===== src/rtl/gpio_port_rmw.sv =====
module gpio_port_rmw #(
  parameter int W = 8
) (
  input  logic         clk,
  input  logic         rst_n,
  input  logic [1:0]   bus_addr,
  input  logic         bus_we,
  input  logic [W-1:0] bus_wdata,
  output logic [W-1:0] bus_rdata,
  input  logic [W-1:0] pin_in,
  output logic [W-1:0] pin_out,
  output logic [W-1:0] pin_oe,
  input  logic [W-1:0] ana_sel,
  input  logic [W-1:0] cmp_en,
  input  logic         osc_claim,
  input  logic [W-1:0] alt_oe,
  input  logic [W-1:0] alt_out
);
  localparam logic [W-1:0] OSC_PINS = {2'b11, {(W-2){1'b0}}};

  logic [W-1:0] dir_q, lat_q, sync1_q, sync2_q, keep;

  assign keep = osc_claim ? ~OSC_PINS : '1;

  always_ff @(posedge clk or negedge rst_n) begin
    if (!rst_n) begin
      dir_q   <= '1;
      lat_q   <= '0;
      sync1_q <= '0;
      sync2_q <= '0;
    end else begin
      sync1_q <= pin_in;
      sync2_q <= sync1_q;
      if (bus_we) begin
        case (bus_addr)
          2'd0, 2'd1: lat_q <= (lat_q & ~keep) | (bus_wdata & keep);
          2'd2:       dir_q <= (dir_q & ~keep) | (bus_wdata & keep);
          default:    ;
        endcase
      end
    end
  end

  always_comb begin
    case (bus_addr)
      2'd0:    bus_rdata = sync2_q & ~(ana_sel | cmp_en) & keep;
      2'd1:    bus_rdata = lat_q & keep;
      2'd2:    bus_rdata = dir_q & keep;
      default: bus_rdata = '0;
    endcase
  end

  assign pin_oe  = (~dir_q | alt_oe) & keep;
  assign pin_out = ((lat_q & ~alt_oe) | (alt_out & alt_oe)) & keep;

  p_reset_state_r1: assert property (@(posedge clk) disable iff (!rst_n)
    $rose(rst_n) |-> (pin_oe == '0 && pin_out == '0));

  p_latch_load_r2: assert property (@(posedge clk) disable iff (!rst_n)
    (bus_we && bus_addr == 2'd1 && !osc_claim && alt_oe == '0) |=>
      (pin_out == $past(bus_wdata) || $changed(alt_oe) || $changed(osc_claim)));

  p_analog_mask_r5: assert property (@(posedge clk) disable iff (!rst_n)
    (bus_addr == 2'd0) |-> ((bus_rdata & (ana_sel | cmp_en)) == '0));

  p_osc_zero_r6: assert property (@(posedge clk) disable iff (!rst_n)
    osc_claim |-> (bus_rdata[W-1:W-2] == 2'b00 && pin_oe[W-1:W-2] == 2'b00
                   && pin_out[W-1:W-2] == 2'b00));

  p_alt_drive_r7: assert property (@(posedge clk) disable iff (!rst_n)
    !osc_claim |-> (((alt_oe & ~pin_oe) == '0) && ((pin_out & alt_oe) == (alt_out & alt_oe))));

  p_unused_addr_r9: assert property (@(posedge clk) disable iff (!rst_n)
    (bus_addr == 2'd3) |-> (bus_rdata == '0));
endmodule


===== config.mk =====
export PLATFORM = sky130hd
export DESIGN_NAME = gpio_port_rmw
export DESIGN_NICKNAME = d
export VERILOG_FILES = /design/src/rtl/gpio_port_rmw.sv
export SDC_FILE = /design/constraint.sdc
export NUM_CORES = 1
export LEC_CHECK = 0
export BUFFER_PORTS_ARGS = -buffer_cell sky130_fd_sc_hd__buf_2
export CAP_MARGIN = 15
export CORE_UTILIZATION = 30
export CTS_CLUSTER_DIAMETER = 40
export DETAILED_ROUTE_END_ITERATION = 10
export PLACE_DENSITY_LB_ADDON = 0.1
export SLEW_MARGIN = 10
export SYNTH_ARGS = -nofsm -noshare
export SYNTH_HDL_FRONTEND = slang
export SYNTH_SLANG_ARGS = --single-unit

===== constraint.sdc =====
create_clock -name clk -period 1.3 [get_ports clk]
set_input_delay 0.26 -clock clk [delete_from_list [all_inputs] [get_ports clk]]
set_output_delay 0.26 -clock clk [all_outputs]
set_load 0.005 [all_outputs]

==> flow_metrics.tcl <==
set metrics [dict create \
    grt_pass1_wl_um 5820 \
    num_antenna_cells 0 \
    rsz0062_at_grt "yes" \
    grt_start_max_net_pins 21 \
    powerDensity_nw_per_um2 1250 \
    slew_violations 0 \
    slowest_delay_ns 0.54 \
    p_leak_nw 1.20 \
    required_ns 1.04 \
    m1WireLength_um 1590 \
    fin_crit_ns 1.52 \
    clkPwrFrac 0.333 \
    p_total_mw 3.11 \
    initial_core_util 0.311 \
    syn-num-nets 174 \
    start_kind "register" \
    top_layer "met4" \
    p_sw_mw 0.754 \
    crit_family "flip-flops" \
    post-place-ws_ns -0.302 \
    die_area_um2 5180 \
    yosysSeqAreaShare 0.552 \
    h-tree-depth 2 \
    fp.dieW_um 71.9 \
    finalSetupViolations 22 \
    die_height_um 71.9 \
    worst_pin_slew_ns 0.465 \
    dp.final_hpwl_um 2790 \
    pwr-share-comb 0.265 \
    yosys_warnings 0 \
    drt_iter0_drc 50 \
    dpl_cell_area_um2 2090 \
    rows 25 \
    max-vdd-ir-drop_uv 620 \
    dr_wl_met3_um 190 \
    ys_types 20 \
    critPathCaptureType "output pin" \
    clk_pin_slew_ns 0.07 \
    fillers 422 \
    grt_pass1_vias 1270 \
    nets 281 \
    arrival_ns 1.26 \
    cp_max_fo 2 \
    violations "negative setup slack" \
    final_common_cell "buf_2" \
    drt_wl_total_um 3790 \
    finClkSkew_ns 0.00519 \
    root_buffer "clkbuf_8" \
    fmaxAchievable_mhz 657 \
    vias 1268 \
    first_pass_iters 6 \
    postLayoutCoreUtil 0.525 \
    grt.overflow.total 0 \
    pin_count 78 \
    area_growth_pct 69.0 \
    sw_frac_of_total 0.243 \
    fin_crit_sh 1.17 \
    grt_util_all_layers 0.151 \
    maxCapViolCount 0 \
    crit_path_top_delay_cell "dfstp_2" \
    final_area_um2 2480 \
    final_cell_mix "buf_2, dfrtp_1, buf_4" \
    avgViaCountPerCell 4.36 \
    io_buffers 77 \
    cts_tree "done" \
    ant_nets 0 \
    status "complete, but fails checks" \
    syn_avg_cell_area_um2 12.7 \
    cts.sinks 32 \
    insertion_delay_ns 0.28 \
    max_slew_margin 0.690 \
    syn_inst 116 \
    cp_num_buf_inv 1 \
    path_class "register to output pin" \
    hold_path_class "input port to register" \
    p_int_mw 2.36 \
    cts_buffer_depth 2 \
    antenna_found_initial 0 \
    layout-drive-gt1-share 0.737 \
    wl_met2_um 1970 \
    hold_viol 0 \
    cts_buffers 5 \
    fin_ws_ns -0.221 \
    wl_per_cell_um 13.0 \
    core_area_um2 4720 \
    ys_ff_latch 32 \
    p_seq_frac 0.402 \
    syn_area_um2 1470 \
    path_cells "a22oi_2 -> a211oi_2 -> buf_2" \
    drc_errors 0 \
    gp_congestion 0.769 \
]
==> synth_stat cells (all sizes together) <==
library cell	instances	area [um^2]
dfrtp	24	601
mux2	22	255
nor2	12	52.6
a21oi	10	50.1
dfstp	8	210
a211oi	6	45.0
a22oi	6	45.0
nand2b	6	37.5
buf	5	30.0
inv	5	18.8
ha	4	50.1
a221oi	2	17.5
mux2i	2	20.0
nor4	2	12.5
nand2	1	6.26
o21ai	1	16.3
==> timing repair <==
item	in CTS	in global routing
hold buffers	1	0
setup endpoints to repair	16	24
gates cloned	0	0
gates resized for setup	23	15
endpoints found under the hold margin	10	0
setup buffers	8	5
pin swaps	13	0
==> cell type report <==
class                      count  area, um^2  area share
clock buffer                   7        96.3      0.0388
clock inverter                 1        30.0      0.0121
inverter                       5        33.8      0.0136
multi-input combinational     74         737       0.297
sequential                    32         811       0.327
tap                           67        83.8      0.0338
timing repair buffer         105         688       0.277
==> path summary, 6_finish.rpt <==
path | from | to | slack [ns] | cells after the start
setup / recovery | dir_q[4]$_DFFE_PN1P_ | bus_rdata[4] | -0.22 | 3
hold / removal | pin_in[4] | sync1_q[4]$_DFF_PN0_ | 0.09 | 1
setup reg to reg | register | register | 0.37 | 2
hold reg to reg | sync1_q[7]$_DFF_PN0_ | sync2_q[7]$_DFF_PN0_ | 0.34 | 0
max in group asynchronous | rst_n | sync1_q[0]$_DFF_PN0_ | 0.35 | 3
min in group asynchronous | rst_n | lat_q[3]$_DFFE_PN0P_ | 0.46 | 2
==> layer usage <==
metal,vias up,global-route usage
li1,625,-
met1,591,0.182
met2,48,0.256
met3,4,0.0486
met4,0,0.0545
met5,-,0
==> worst reg2reg max path, cell delays in order (launching register included) <==
cell	delay, ns
dfrtp_1	0.42
buf_4	0.14
mux2_4	0.25
==> stage by stage <==
step,std cells,hold slack (ns),TNS (ns)
after CTS,287,0.0724,-2.54
after detailed placement,270,0.243,-4.50
final,291,0.0865,-2.26
after floorplan,116,-0.0356,-0.0267
after global placement,270,0.233,-4.25
after global routing,291,0.0638,-3.48
==> logic make-up after synthesis <==
kind of cell,share of synthesized area
fa+ha+maj,0.0341
simple gates,0.0742
compound gates,0.119
flops,0.552
buf+inv,0.0332
mux,0.188
==> power by group through the flow <==
stage / sequential [mW] / clock [mW] / combinational, mW
after floorplan: 1.23 / 0 / 0.325
after global placement: 1.26 / 0 / 0.588
after detailed placement: 1.26 / 0 / 0.603
after CTS: 1.24 / 1.08 / 0.736
after global routing: 1.26 / 1.12 / 0.892
final: 1.25 / 1.04 / 0.824
(Power assumes the default switching activity.)
